## config.mk

```make
export PLATFORM = sky130hd
export DESIGN_NAME = pt_walker
export DESIGN_NICKNAME = d
export VERILOG_FILES = /design/src/rtl/ptw_pkg.sv /design/src/rtl/ptw_base_reg.sv /design/src/rtl/ptw_addr_gen.sv /design/src/rtl/ptw_ctrl.sv /design/src/rtl/pt_walker.sv
export SDC_FILE = /design/constraint.sdc
export NUM_CORES = 1
export LEC_CHECK = 0
export ABC_CLOCK_PERIOD_IN_PS = 2300
export BUFFER_PORTS_ARGS = -buffer_cell sky130_fd_sc_hd__buf_2
export CAP_MARGIN = 20
export CORE_AREA = 3 3 162 125
export CTS_CLUSTER_SIZE = 10
export DETAILED_ROUTE_END_ITERATION = 10
export DIE_AREA = 0 0 165 128
export GPL_ROUTABILITY_DRIVEN = 0
export SYNTH_ARGS = -nofsm -noshare
export SYNTH_HDL_FRONTEND = slang
export SYNTH_SLANG_ARGS = --single-unit
```

## constraint.sdc

```tcl
create_clock -name clk -period 2.3 [get_ports clk]
set_clock_uncertainty 0.1 [all_clocks]
set_input_delay 0.345 -clock clk [delete_from_list [all_inputs] [get_ports clk]]
set_output_delay 0.345 -clock clk [all_outputs]
set_load 0.01 [all_outputs]
```

## src/rtl/ptw_pkg.sv

```systemverilog
package ptw_pkg;
  localparam int AW     = 32;
  localparam int DIR_W  = 10;
  localparam int TBL_W  = 10;
  localparam int OFS_W  = AW - DIR_W - TBL_W;
  localparam int FRM_W  = AW - OFS_W;
  localparam int ENT_SH = 2;

  typedef logic [AW-1:0]    addr_t;
  typedef logic [FRM_W-1:0] frame_t;
  typedef logic [OFS_W-1:0] ofs_t;

  typedef enum logic [1:0] {
    ST_IDLE     = 2'd0,
    ST_READ_DIR = 2'd1,
    ST_READ_TBL = 2'd2,
    ST_DONE     = 2'd3
  } walk_state_e;

  function automatic addr_t dir_index(addr_t la);
    return addr_t'(la[AW-1 -: DIR_W]);
  endfunction

  function automatic addr_t tbl_index(addr_t la);
    return addr_t'(la[OFS_W +: TBL_W]);
  endfunction

  function automatic ofs_t page_offset(addr_t la);
    return la[OFS_W-1:0];
  endfunction

  function automatic frame_t entry_frame(addr_t ent);
    return ent[AW-1:OFS_W];
  endfunction

  function automatic logic entry_present(addr_t ent);
    return ent[0];
  endfunction

  function automatic addr_t slot_address(frame_t tbl_base, addr_t idx);
    return {tbl_base, {OFS_W{1'b0}}} + (idx << ENT_SH);
  endfunction

  function automatic addr_t join_page(frame_t frm, ofs_t ofs);
    return {frm, ofs};
  endfunction
endpackage

```

## src/rtl/ptw_base_reg.sv

```systemverilog
module ptw_base_reg
  import ptw_pkg::*;
(
  input  logic   clk,
  input  logic   rst_n,
  input  logic   wr_en,
  input  addr_t  wr_data,
  output frame_t base_frame
);
  logic unused_low_bits;
  assign unused_low_bits = ^wr_data[OFS_W-1:0];

  always_ff @(posedge clk or negedge rst_n) begin
    if (!rst_n)
      base_frame <= '0;
    else if (wr_en)
      base_frame <= entry_frame(wr_data);
  end
endmodule

```

## src/rtl/ptw_addr_gen.sv

```systemverilog
module ptw_addr_gen
  import ptw_pkg::*;
(
  input  addr_t  laddr_q,
  input  frame_t walk_base,
  input  frame_t tbl_frame,
  input  frame_t ent_frame,
  output addr_t  dir_addr,
  output addr_t  tbl_addr,
  output addr_t  phys_addr
);
  always_comb begin
    dir_addr  = slot_address(walk_base, dir_index(laddr_q));
    tbl_addr  = slot_address(tbl_frame, tbl_index(laddr_q));
    phys_addr = join_page(ent_frame, page_offset(laddr_q));
  end
endmodule

```

## src/rtl/ptw_ctrl.sv

```systemverilog
module ptw_ctrl
  import ptw_pkg::*;
(
  input  logic   clk,
  input  logic   rst_n,
  input  logic   req_valid,
  input  addr_t  req_laddr,
  input  logic   pg_enable,
  input  frame_t base_frame,
  input  logic   mem_ack,
  input  addr_t  mem_rdata,
  input  addr_t  dir_addr,
  input  addr_t  tbl_addr,
  input  addr_t  phys_addr,
  output logic   req_ready,
  output logic   rsp_valid,
  output addr_t  rsp_paddr,
  output logic   rsp_fault,
  output logic   mem_req,
  output addr_t  mem_addr,
  output addr_t  laddr_q,
  output frame_t walk_base,
  output frame_t tbl_frame,
  output frame_t ent_frame
);
  walk_state_e state_q;
  addr_t       result_q;
  logic        fault_q;

  logic acc_fire, ent_ok, dir_hit, dir_miss, tbl_hit, tbl_miss;
  logic unused_flag_bits;

  assign unused_flag_bits = ^mem_rdata[OFS_W-1:1];

  assign ent_frame = entry_frame(mem_rdata);
  assign ent_ok    = entry_present(mem_rdata);
  assign acc_fire  = (state_q == ST_IDLE) && req_valid;
  assign dir_hit   = (state_q == ST_READ_DIR) && mem_ack && ent_ok;
  assign dir_miss  = (state_q == ST_READ_DIR) && mem_ack && !ent_ok;
  assign tbl_hit   = (state_q == ST_READ_TBL) && mem_ack && ent_ok;
  assign tbl_miss  = (state_q == ST_READ_TBL) && mem_ack && !ent_ok;

  always_ff @(posedge clk or negedge rst_n) begin
    if (!rst_n) begin
      state_q   <= ST_IDLE;
      laddr_q   <= '0;
      walk_base <= '0;
      tbl_frame <= '0;
      result_q  <= '0;
      fault_q   <= 1'b0;
    end else begin
      unique case (state_q)
        ST_IDLE: if (acc_fire) begin
          laddr_q   <= req_laddr;
          walk_base <= base_frame;
          if (pg_enable) begin
            state_q <= ST_READ_DIR;
          end else begin
            result_q <= req_laddr;
            fault_q  <= 1'b0;
            state_q  <= ST_DONE;
          end
        end
        ST_READ_DIR: begin
          if (dir_hit) begin
            tbl_frame <= ent_frame;
            state_q   <= ST_READ_TBL;
          end else if (dir_miss) begin
            result_q <= '0;
            fault_q  <= 1'b1;
            state_q  <= ST_DONE;
          end
        end
        ST_READ_TBL: begin
          if (tbl_hit) begin
            result_q <= phys_addr;
            fault_q  <= 1'b0;
            state_q  <= ST_DONE;
          end else if (tbl_miss) begin
            result_q <= '0;
            fault_q  <= 1'b1;
            state_q  <= ST_DONE;
          end
        end
        ST_DONE: state_q <= ST_IDLE;
        default: state_q <= ST_IDLE;
      endcase
    end
  end

  always_comb begin
    req_ready = (state_q == ST_IDLE);
    rsp_valid = (state_q == ST_DONE);
    rsp_paddr = result_q;
    rsp_fault = fault_q;
    mem_req   = (state_q == ST_READ_DIR) || (state_q == ST_READ_TBL);
    mem_addr  = (state_q == ST_READ_TBL) ? tbl_addr : dir_addr;
  end


  one_walk_chk: assert property (@(posedge clk) disable iff (!rst_n)
    acc_fire |=> !req_ready);


  pulse_once_chk: assert property (@(posedge clk) disable iff (!rst_n)
    rsp_valid |=> (!rsp_valid && req_ready));


  bypass_chk: assert property (@(posedge clk) disable iff (!rst_n)
    (acc_fire && !pg_enable) |=> (rsp_valid && !mem_req && !rsp_fault));


  addr_hold_chk: assert property (@(posedge clk) disable iff (!rst_n)
    (mem_req && !mem_ack) |=> (mem_req && $stable(mem_addr)));


  dir_fault_chk: assert property (@(posedge clk) disable iff (!rst_n)
    dir_miss |=> (rsp_valid && rsp_fault && !mem_req && rsp_paddr == '0));


  tbl_join_chk: assert property (@(posedge clk) disable iff (!rst_n)
    tbl_hit |=> (rsp_valid && !rsp_fault &&
                 rsp_paddr[AW-1:OFS_W] == $past(mem_rdata[AW-1:OFS_W]) &&
                 rsp_paddr[OFS_W-1:0] == laddr_q[OFS_W-1:0]));


  tbl_fault_chk: assert property (@(posedge clk) disable iff (!rst_n)
    tbl_miss |=> (rsp_valid && rsp_fault && rsp_paddr == '0));
endmodule

```

## src/rtl/pt_walker.sv

```systemverilog
module pt_walker
  import ptw_pkg::*;
(
  input  logic          clk,
  input  logic          rst_n,
  input  logic          base_we,
  input  logic [31:0]   base_wdata,
  input  logic          pg_enable,
  input  logic          req_valid,
  input  logic [31:0]   req_laddr,
  output logic          req_ready,
  output logic          rsp_valid,
  output logic [31:0]   rsp_paddr,
  output logic          rsp_fault,
  output logic          mem_req,
  output logic [31:0]   mem_addr,
  input  logic          mem_ack,
  input  logic [31:0]   mem_rdata
);
  frame_t base_frame, walk_base, tbl_frame, ent_frame;
  addr_t  laddr_q, dir_addr, tbl_addr, phys_addr;

  ptw_base_reg u_base (
    .clk        (clk),
    .rst_n      (rst_n),
    .wr_en      (base_we),
    .wr_data    (base_wdata),
    .base_frame (base_frame)
  );

  ptw_addr_gen u_agen (
    .laddr_q   (laddr_q),
    .walk_base (walk_base),
    .tbl_frame (tbl_frame),
    .ent_frame (ent_frame),
    .dir_addr  (dir_addr),
    .tbl_addr  (tbl_addr),
    .phys_addr (phys_addr)
  );

  ptw_ctrl u_ctrl (
    .clk        (clk),
    .rst_n      (rst_n),
    .req_valid  (req_valid),
    .req_laddr  (req_laddr),
    .pg_enable  (pg_enable),
    .base_frame (base_frame),
    .mem_ack    (mem_ack),
    .mem_rdata  (mem_rdata),
    .dir_addr   (dir_addr),
    .tbl_addr   (tbl_addr),
    .phys_addr  (phys_addr),
    .req_ready  (req_ready),
    .rsp_valid  (rsp_valid),
    .rsp_paddr  (rsp_paddr),
    .rsp_fault  (rsp_fault),
    .mem_req    (mem_req),
    .mem_addr   (mem_addr),
    .laddr_q    (laddr_q),
    .walk_base  (walk_base),
    .tbl_frame  (tbl_frame),
    .ent_frame  (ent_frame)
  );
endmodule

```

Yosys cells after proc, flatten, opt, wreduce, memory -nomap -nowiden
Index checks and enable logic that the tools add are counted.
W data, S select, Z words.
- multiplexer cells: 22
- add/subtract/negate cells: 2
- reductions and logical operators: 15
- equal/unequal tests: 9
- operators by type and width (cell ; number):
    $mux W32 ; 7
    $pmux W32 S3 ; 1
    $add A32 B12 Y32 ; 2
    $mux W2 ; 6
    $pmux W2 S4 ; 1
    $logic_and A1 B1 Y1 ; 7
    $mux W1 ; 6
    $ne A3 B1 Y1 const B ; 2
    $reduce_and A6 Y1 ; 1
    $eq A2 B2 Y1 const B ; 2
    $ne A2 B1 Y1 const B ; 2
    $ne A2 B2 Y1 const B ; 2
    $reduce_and A2 Y1 ; 2
    $pmux W1 S3 ; 1
    $reduce_and A3 Y1 ; 1
    $reduce_bool A3 Y1 ; 1
    $eq A2 B1 Y1 const B ; 1
    $logic_not A2 Y1 ; 1
    $logic_not A1 Y1 ; 1
    $logic_or A1 B1 Y1 ; 1
- output and inout port bits: 68
- bits in registers: 127
- input port bits: 102

Logic depth before layout (Yosys ltp)
Gate-level depths: netlist of run 1.
- depth after elaboration: 6
- gate-level depth with buffers: 8

Modules after synthesis
A second synthesis of run 1 with hierarchy kept.
- cells, all modules: 482
- area total of the unflattened synthesis: 6521.3 µm²
- modules (own cells, without submodules) (module ; times used ; cells each ; area each (µm²)):
    ptw_ctrl ; 1 ; 343 ; 4973.5
    ptw_base_reg ; 1 ; 42 ; 823.3
    ptw_addr_gen ; 1 ; 97 ; 724.4

Worst setup path before layout of run 1
OpenSTA, ideal clock, no wires.
- path type: register -> register
- from: register u_ctrl.state_q[0]
- to: register u_ctrl.result_q[24] (netlist: u_ctrl.rsp_paddr[24])
- stages on the path, launching flop included: 8
- library setup time: 118 ps
- slack: 488 ps
- arrival time: 1594 ps
- data required time: 2082 ps
- cell sequence: dfrtp_1 > inv_1 > ha_1 > and4_1 > buf_4 > buf_2 > a21oi_1 > o21ai_2
- word-level cells in the longest chain between the ends: 5
- elaborated cells between the ends (all ways): 19
- classes of those cells: eq/ne: 7; mux: 2; reduce/logical: 10
- RTL lines (what ; RTL line ; RTL):
    start, declared ; ptw_ctrl.sv:26 ; walk_state_e state_q;
    start signal, assigned ; ptw_ctrl.sv:45 ; state_q <= ST_IDLE;
    start signal, assigned ; ptw_ctrl.sv:57 ; state_q <= ST_READ_DIR;
    start signal, assigned ; ptw_ctrl.sv:61 ; state_q <= ST_DONE;
    $eq A2 B2 Y1 / $eq A2 B1 Y1 (equally long branches) ; n/a ;
    $logic_and A1 B1 Y1, on equally long branches (2 in a row) ; n/a ;
    $ne A3 B1 Y1 (no source line), or another cell as far along ; n/a ;
    $reduce_and A6 Y1 (no source line) / $pmux W32 S3 (equally long branches) ; n/a ;
    end signal, assigned ; ptw_ctrl.sv:59 ; result_q <= req_laddr;
    end signal, assigned ; ptw_ctrl.sv:76 ; result_q <= phys_addr;
    end, declared ; ptw_ctrl.sv:27 ; addr_t result_q;
Parallel ways exist; a longest one is shown, timed or not.
A chain may end at the register's enable or synchronous reset.

Worst setup path in the final report of run 1
- from: register u_ctrl.state_q[0]
- to: output mem_addr[26]
- word-level cells in the longest chain between the ends: 2
- RTL lines (what ; RTL line ; RTL):
    $eq A2 B2 Y1 ; ptw_ctrl.sv:97 ; mem_addr = (state_q == ST_READ_TBL) ? tbl_addr : dir_addr;
    $mux W32 ; ptw_ctrl.sv:97 ;
    end, declared ; pt_walker.sv:16 ; output logic [31:0] mem_addr,
No other way between the ends.

==> results of run 1 <==
## flip-flops by register name (all words and copies together), names as in the netlist
register	flops
u_ctrl.laddr_q	32
u_ctrl.rsp_paddr	32
u_base.base_frame	20
u_ctrl.tbl_frame	20
u_ctrl.walk_base	20
u_ctrl.state_q	2
u_ctrl.rsp_fault	1
## final timing paths
check	from	to	slack, ns	cells past startpoint
setup reg to reg	u_ctrl.state_q[0]	u_ctrl.rsp_paddr[18]	0.21	8
hold reg to reg	u_ctrl.rsp_paddr[4]	u_ctrl.rsp_paddr[4]	0.38	2
max in group asynchronous	rst_n	u_ctrl.walk_base[4]	1.16	3
setup / recovery	u_ctrl.state_q[0]	mem_addr[26]	0.04	5
hold / removal	base_wdata[31]	u_base.base_frame[19]	0.07	2
min in group asynchronous	rst_n	u_ctrl.tbl_frame[12]	0.34	2
## final cells by class
| cell class | instances | area, um2 |
|---|---|---|
| Fill cell | 1790 | 11200 |
| Sequential cell | 127 | 3180 |
| Timing Repair Buffer | 160 | 990 |
| Inverter | 3 | 11.3 |
| Tap cell | 247 | 309 |
| Clock buffer | 21 | 470 |
| Clock inverter | 10 | 135 |
| Multi-Input combinational cell | 277 | 2280 |
## power by group through the flow
stage	combinational [mW]	clock, mW	sequential [mW]
3_5_place_dp	4.53	0	3.69
2_1_floorplan	3.00	0	3.63
3_3_place_gp	4.41	0	3.63
4_1_cts	4.78	2.86	3.65
5_1_grt	5.25	2.94	3.77
6_report	4.78	2.77	3.66
## metrics by stage
| stage | hold WS [ns] | instance area (um2) | utilization (%) | power [mW] |
|---|---|---|---|---|
| after detailed placement | 0.207 | 6640 | 35.8 | 8.21 |
| after global routing | 0.0463 | 7380 | 39.7 | 12.0 |
| after CTS | 0.0439 | 7340 | 39.5 | 11.3 |
| after global placement | 0.209 | 6640 | 35.8 | 8.04 |
| final | 0.0666 | 7380 | 39.7 | 11.2 |
| after floorplan | -0.0506 | 5600 | - | 6.63 |
## cells by family after synthesis
| family | synth area share, % |
|---|---|
| flops | 56.8 |
| mux | 24.6 |
| compound gates | 7.74 |
| simple gates | 6.42 |
| buf+inv | 3.29 |
| fa+ha+maj | 1.12 |
| other cells | 0.0670 |
## routing by layer
metal	share of wire [%]	track usage, %	vias to the layer above
li1	-	-	1819
met1	48	20.1	1944
met2	44	22.4	127
met3	6.6	5.17	13
met4	0.98	3.85	2
met5	0.046	0	-
## timing repair
action,CTS,global route
endpoints found under the setup margin,30,22
buffers inserted,3,0
gates cloned,2,0
hold buffers,1,0
resized for setup,4,8
hold endpoints to repair,41,0
## cell usage in the layout (no fill, tap or decap), drive strengths merged, types with 2 or more instances in the layout
master  count
bufinv      3
a21boi      2
clkbuf     21
conb        2
ha          5
a21oi      33
mux2      122
inv         4
nor2b      32
nand2      36
dfrtp     127
clkinv      5
buf       159
o21ai      38
## worst max-delay path, cell delays in order (launching register included)
cell	delay [ns]
dfrtp_1	0.40
inv_2	0.09
ha_4	0.22
buf_12	0.18
mux2_2	0.36
buf_2	0.14
==> run metrics, run 1 <==
placed cell count=808; Syn Inst Count=434; I/O pin cnt=170; Worst Hold Class=in -> reg; final setup vio count=0; Synth Register Bits=127; FP Rows=43; initial detailed-routing violation count=167; clock buffer depth=2; worst vdd ir=just under 0.6 mV; DRT antenna net count=0; Post-Syn Area=approximately 0.0056 mm2; Critical Path Start Type=flop; core outline area=0.0186 mm2; setup ws final=0.0377 ns; Placement Setup Slack=approximately 0.18 ns; outcome=complete, no violations; predominant post-synthesis flop cell=dfrtp_1; total die area=0.0211 mm2; CP Capture Type=output pin; Root Driver=clkbuf_16; Async SR Flop Fraction=100%; maximum clock rate=0.442 GHz; final hold vios=0; largest net degree at the start of global routing=47; Ys Warns=0; actual slew at the worst max-slew pin=0.614 ns; Via Count=3,905; total gr overflow=0; CP Data Required Time=1.86 ns; sequential area share after synthesis=around 57%; RSZ-0062 raised after global routing=yes; CTS buffer count=17; setup TNS=0 ns; Final Non-Filler Cells=845; # H-tree levels=4; Num Clock Sinks=127; Setup CP Type=reg -> out; initial antenna violation count=1; worst-skew pair later-pin latency=0.41 ns; DRC=0; Slew Limit Fails=0; fin crit share=98.4%; min Tclk post-route=2.26 ns; Synth cell types=23; Syn Area/Cell=12.9 um2; Synth area leaders=dfrtp_1 (57%), mux2_2 (25%), nor2b_1 (3.6%); Initial DRT Pass Iterations=4; Commonest cells post-synth=dfrtp_1 (127), mux2_2 (122), nand2_1 (36), a21oi_1 (33), nor2b_1 (32); Internal=between 7 and 8 mW; Data arrival, critical path=approximately 1.8 ns; buffers added on ports=between 100 and 150; CP Max Fanout=9; HPWL after DPL=10.1 mm; Sw Share=34.8%; clock power share=24.7%; wire per inst=17.9 um; number of flops mapped to enable cells by yosys=0; Leakage=between 3 and 4 nW; antenna cells=0; post-DR vias/cell=4.62; Max-slew headroom=59.0%; largest area contributor in the netlist=dfrtp_1; Gate power share=approximately 43%; Clock transition at path regs=~0.06 ns; share of layout cells above drive strength 1=54.0%; Yosys top cell area share=56.8%; sequential power share=roughly 33%; synthesis-to-layout area growth=31.8%; Die X=roughly 170 um; cell with the most instances after synthesis=dfrtp_1; first-pass GRT wire length=around 23 mm; Post-Route WL=15.1 mm; initial core utilization=30.1%; vias in the first global route=4,108; Final #Nets=693; die outline height=128 um; switching power=3.90 mW; P per Cell Area=1520 mW/mm2; max cap viols=0; CTS tree=built; gr usage total=14.7%
Power figures use the tool's default switching activity.
==> run 2: changes to the inputs <==
- SETUP_SLACK_MARGIN: unset -> 0.3
- TNS_END_PERCENT: unset -> 30
==> run metrics, run 2 (synthesized netlist as in run 1, its figures left out) <==
wl on met1=7.54 mm (+3.4%); FP Rows=43 (unchanged); hold path depth=2 (unchanged); Root Driver=clkbuf_16; routed wl met2=7.18 mm (+7.7%); Placement Setup Slack=0.184 ns (unchanged); final hold vios=0 (unchanged); synthesis-to-layout area growth=41.3%; R2R depth=9 (+1); Via Count=3,955 (+1.3%); core outline area=0.0186 mm2 (unchanged); min Tclk post-route=2.27 ns (+0.00543 ns); Num Clock Sinks=127 (unchanged); I/O pin cnt=170 (unchanged); family with the most delay on the worst path=buffers and inverters; Final Non-Filler Cells=848 (+0.36%); actual slew at the worst max-slew pin=0.627 ns (+0.0123 ns); DRC=0 (unchanged); total die area=0.0211 mm2 (unchanged); reg2reg start=u_ctrl.state_q[0]; gr usage total=15.1% (+0.39 points); CP Capture Type=output pin; max cap viols=0 (unchanged); WL met3=890 um (-11%); fin crit share=98.6% (+0.24 points); Data arrival, critical path=1.82 ns (about the same); Power Total=12.7 mW (+13%); # H-tree levels=4 (unchanged); R2R Path End=u_ctrl.rsp_paddr[18]; placed cell count=808 (unchanged); largest stage delay on the critical path=0.40 ns (about the same); first-pass GRT wire length=23.9 mm (+2.4%); worst vdd ir=0.797 mV (+38%); maximum clock rate=0.441 GHz (-0.24%); total gr overflow=0 (unchanged); largest net degree at the start of global routing=47 (unchanged); commonest non-fill, non-tap cells in the layout=dfrtp_1 (126), buf_2 (112), mux2_2 (92); Slew Limit Fails=0 (unchanged); buffers plus inverters on the worst setup path=4 (+1); Final #Nets=696 (+0.43%); HPWL after DPL=10.1 mm (unchanged); flop-to-flop setup slack=0.27 ns (+0.06 ns); critical-path cell list=inv_2 > ha_4 > buf_12 > buf_16 > mux2_4 > buf_6; design area=0.00790 mm2 (+7.1%); top sig layer=met5; Initial DRT Pass Iterations=4 (unchanged); CTS buffer count=17 (unchanged); vias in the first global route=4,152 (+1.1%); initial antenna violation count=1 (unchanged); share of layout cells above drive strength 1=59.6% (+5.6 points); Critical Path Start Type=flop; P per Cell Area=1610 mW/mm2 (+5.7%); final setup vio count=0 (unchanged); hold_sp=base_wdata[31]; buffers added on ports=144 (unchanged); CP max-delay cell=dfrtp_1; Post-Route WL=15.8 mm (+4.3%); CTS tree=built; outcome=complete, no violations; RSZ-0062 raised after global routing=yes; Clock transition at path regs=0.06 ns (about the same); DP Area=0.00664 mm2 (unchanged); worst-skew pair later-pin latency=0.41 ns (about the same); Setup CP Type=reg -> out; die outline height=128 um (unchanged); Die X=165 um (unchanged); antenna cells=0 (unchanged); clock buffer depth=2 (unchanged); wire per inst=18.6 um (+4.0%); CP Data Required Time=1.86 ns (about the same); setup ws final=0.0323 ns (-0.00543 ns); DRT antenna net count=0 (unchanged); initial core utilization=30.1% (unchanged); post-DR vias/cell=4.66 (+0.92%); commonest non-fill, non-tap cell in the layout=dfrtp_1; Worst Hold Class=in -> reg; CP Max Fanout=8 (-1); Max-slew headroom=58.2% (-0.82 points); Leakage=3.67 nW (+7.7%); Hold Path End=u_base.base_frame[19]; initial detailed-routing violation count=210 (+26%)
[run 2: power by group]
group	total (mW)	internal, mW	switching, mW
Sequential	3.73	3.18	0.551
Clock	2.78	1.78	0.999
Combinational	6.18	3.32	2.87
Total	12.7	8.28	4.41
[run 2: how the worst max path moves through the flow]
stage                            from                   end  slack, ns  cells after the start
floorplan           u_ctrl.state_q[0]  u_ctrl.rsp_paddr[24]       0.49                      7
global placement    u_ctrl.state_q[0]  u_ctrl.rsp_paddr[18]       0.24                      7
detailed placement  u_ctrl.state_q[0]  u_ctrl.rsp_paddr[22]       0.18                      7
CTS                 u_ctrl.state_q[0]           mem_addr[6]       0.01                      6
global route        u_ctrl.state_q[0]          mem_addr[15]      -0.02                      6
finish              u_ctrl.state_q[0]           mem_addr[3]       0.03                      6
[run 2: area by class of cell]
class	count	area, um2
sequential	127	3180
tap	247	309
timing repair buffer	163	1260
fill	1719	10700
inverter	3	11.3
clock buffer	21	470
multi-input combinational	277	2530
clock inverter	10	135
[run 2: metrics by stage]
step | util [%] | hold WS [ns] | TNS (ns)
floorplan | - | -0.0506 | 0
global placement | 35.8 | 0.209 | 0
detailed placement | 35.8 | 0.207 | 0
CTS | 40.7 | 0.0439 | 0
global route | 42.6 | 0.0463 | -0.201
finish | 42.6 | 0.0654 | 0
[run 2: worst reg2reg max path, stage by stage (launching register included)]
cell and delay, ns:
dfrtp_1 0.40, inv_2 0.10, ha_4 0.18, buf_6 0.12, buf_16 0.14, buf_8 0.12, nor2_4 0.04, o211ai_4 0.26
buf_12 0.29, o21ai_1 0.16
[run 2: per-layer routing]
metal  global-route usage [%]  up-vias
met1                     21.0     2010
met5                        0        -
met2                     22.8       99
met3                     5.10       15
li1                         -     1829
met4                     3.85        2
[run 2: what timing repair did]
action | in CTS | in global routing
gates resized for setup | 36 | 96
hold buffers | 1 | 0
buffers inserted | 5 | 0
pin swaps | 0 | 14
gates cloned | 3 | 0
endpoints found under the hold margin | 41 | 0
setup endpoints to repair | 64 | 65
==> run 3: changes to the inputs <==
- CTS_CLUSTER_SIZE: 10 -> unset
- REMOVE_ABC_BUFFERS: unset -> 1
==> run metrics, run 3 (synthesized netlist as in run 1, its figures left out) <==
Post-Route WL=14.5 mm (-8.0%); final hold vios=0 (unchanged); initial antenna violation count=1 (unchanged); CP Data Required Time=1.86 ns (about the same); Slew Limit Fails=0 (unchanged); maximum clock rate=0.453 GHz (+2.8%); initial core utilization=30.1% (unchanged); CP Max Fanout=14 (+6); clock buffer depth=2 (unchanged); register area=0.00318 mm2 (about the same); initial detailed-routing violation count=158 (-25%); family with the most delay on the worst path=flip-flops; post-DR vias/cell=4.54 (-2.6%); Crit path depth=5 (-1); min Tclk post-route=2.21 ns (-0.0610 ns); R2R depth=8 (-1); worst vdd ir=0.923 mV (+16%); placed cell count=811 (+0.37%); hold path depth=2 (unchanged); first-pass GRT wire length=22.5 mm (-5.8%); antenna cells=0 (unchanged); synthesis-to-layout area growth=31.7%; RSZ-0062 raised after global routing=yes; HPWL after DPL=9.43 mm (-6.9%); Setup CP Type=reg -> out; DRC=0 (unchanged); FP Rows=43 (unchanged); actual slew at the worst max-slew pin=0.678 ns (+0.0514 ns); buffers added on ports=144 (unchanged); area of the multi-input gates=0.00226 mm2 (-11%); CP max-delay cell=dfrtp_1; Via Count=3,844 (-2.8%); largest net degree at the start of global routing=67 (+43%); critical-path cell list=inv_2 > ha_4 > buf_12 > mux2_2 > buf_2; FILL cells=1,820 (+5.9%); max cap viols=0 (unchanged); P per Cell Area=1520 mW/mm2 (-5.1%); Max-slew headroom=54.8% (-3.4 points); die outline height=128 um (unchanged); # H-tree levels=4 (unchanged); total die area=0.0211 mm2 (unchanged); CP Capture Type=output pin; worst-skew pair later-pin latency=0.40 ns (about the same); commonest non-fill, non-tap cells in the layout=buf_2 (143), dfrtp_1 (127), mux2_2 (122); Die X=165 um (unchanged); largest stage delay on the critical path=0.40 ns (about the same); Data arrival, critical path=1.76 ns (-0.06 ns); wire per inst=17.2 um (-7.8%); Final Non-Filler Cells=846 (-0.24%); Leakage=3.39 nW (-7.6%); Final #Nets=696 (unchanged); Power Total=11.2 mW (-12%); final setup vio count=0 (unchanged); I/O pin cnt=170 (unchanged); DRT antenna net count=0 (unchanged); Num Clock Sinks=127 (unchanged); buffers plus inverters on the worst setup path=3 (-1); commonest non-fill, non-tap cell in the layout=buf_2; CTS buffer count=17 (unchanged); Initial DRT Pass Iterations=4 (unchanged); Root Driver=clkbuf_16; core outline area=0.0186 mm2 (unchanged); gr usage total=14.0% (-1.1 points); Critical Path Start Type=flop; fin crit share=95.9% (-2.7 points); vias in the first global route=4,038 (-2.7%); share of layout cells above drive strength 1=54.1% (-5.5 points); setup TNS=0 ns (unchanged); final core occ=39.7% (-2.9 points); Worst Hold Class=in -> reg; setup ws final=0.0932 ns (+0.0610 ns); Placement Setup Slack=0.223 ns (+0.0390 ns); outcome=complete, no violations; total gr overflow=0 (unchanged); Clock transition at path regs=0.05 ns (about the same); CTS tree=built
run 3: timing repair:
action | CTS | global route
setup endpoints to repair | 50 | 64
hold buffers | 1 | 0
pin swaps | 0 | 0
buffers inserted | 2 | 1
gates resized for setup | 6 | 1
hold endpoints to repair | 40 | 0
cloned | 1 | 1
run 3: routing by layer:
metal	vias up	track usage, %	routed length, um
met2	119	22.9	6790
met4	2	3.40	114
met5	-	0	13
met1	1889	18.0	6710
li1	1823	-	-
met3	11	4.62	888
run 3: worst reg2reg max path, cell delays in order, from the launching register on:
cell      delay (ns)
dfrtp_1         0.38
inv_2           0.07
buf_4           0.14
ha_2            0.21
a221oi_2        0.37
o211ai_4        0.13
buf_12          0.23
nand2_1         0.13
o21ai_0         0.09
run 3: layout make-up:
class	count	share of cell area [%]
multi-input cells	277	30.7
flip-flops and latches	127	43.1
well taps	247	4.20
clock buffers	23	6.62
repair buffers	163	13.7
inverters	3	0.153
clock inverters	6	1.46
run 3: power by group:
| part | internal [mW] | switching, mW |
|---|---|---|
| Combinational | 2.38 | 2.48 |
| Sequential | 3.18 | 0.450 |
| Clock | 1.80 | 0.935 |
| Total | 7.36 | 3.87 |
run 3: path summary, 6_finish.rpt:
check / startpoint / slack [ns] / end
min in group asynchronous: rst_n / 0.33 / u_ctrl.laddr_q[1]
worst max register to register: u_ctrl.state_q[0] / 0.31 / u_ctrl.rsp_paddr[19]
max in group asynchronous: rst_n / 1.16 / u_ctrl.rsp_paddr[10]
worst max-delay path: u_ctrl.state_q[0] / 0.09 / mem_addr[9]
worst min register to register: u_ctrl.rsp_paddr[24] / 0.37 / u_ctrl.rsp_paddr[24]
worst min-delay path: base_wdata[21] / 0.07 / u_base.base_frame[9]
run 3: metrics by stage:
| stage | area, um2 | hold WS [ns] |
|---|---|---|
| 2_1_floorplan | 5430 | -0.0506 |
| 3_3_place_gp | 6660 | 0.192 |
| 3_5_place_dp | 6660 | 0.194 |
| 4_1_cts | 7330 | 0.0466 |
| 5_1_grt | 7370 | 0.0539 |
| 6_report | 7370 | 0.0719 |
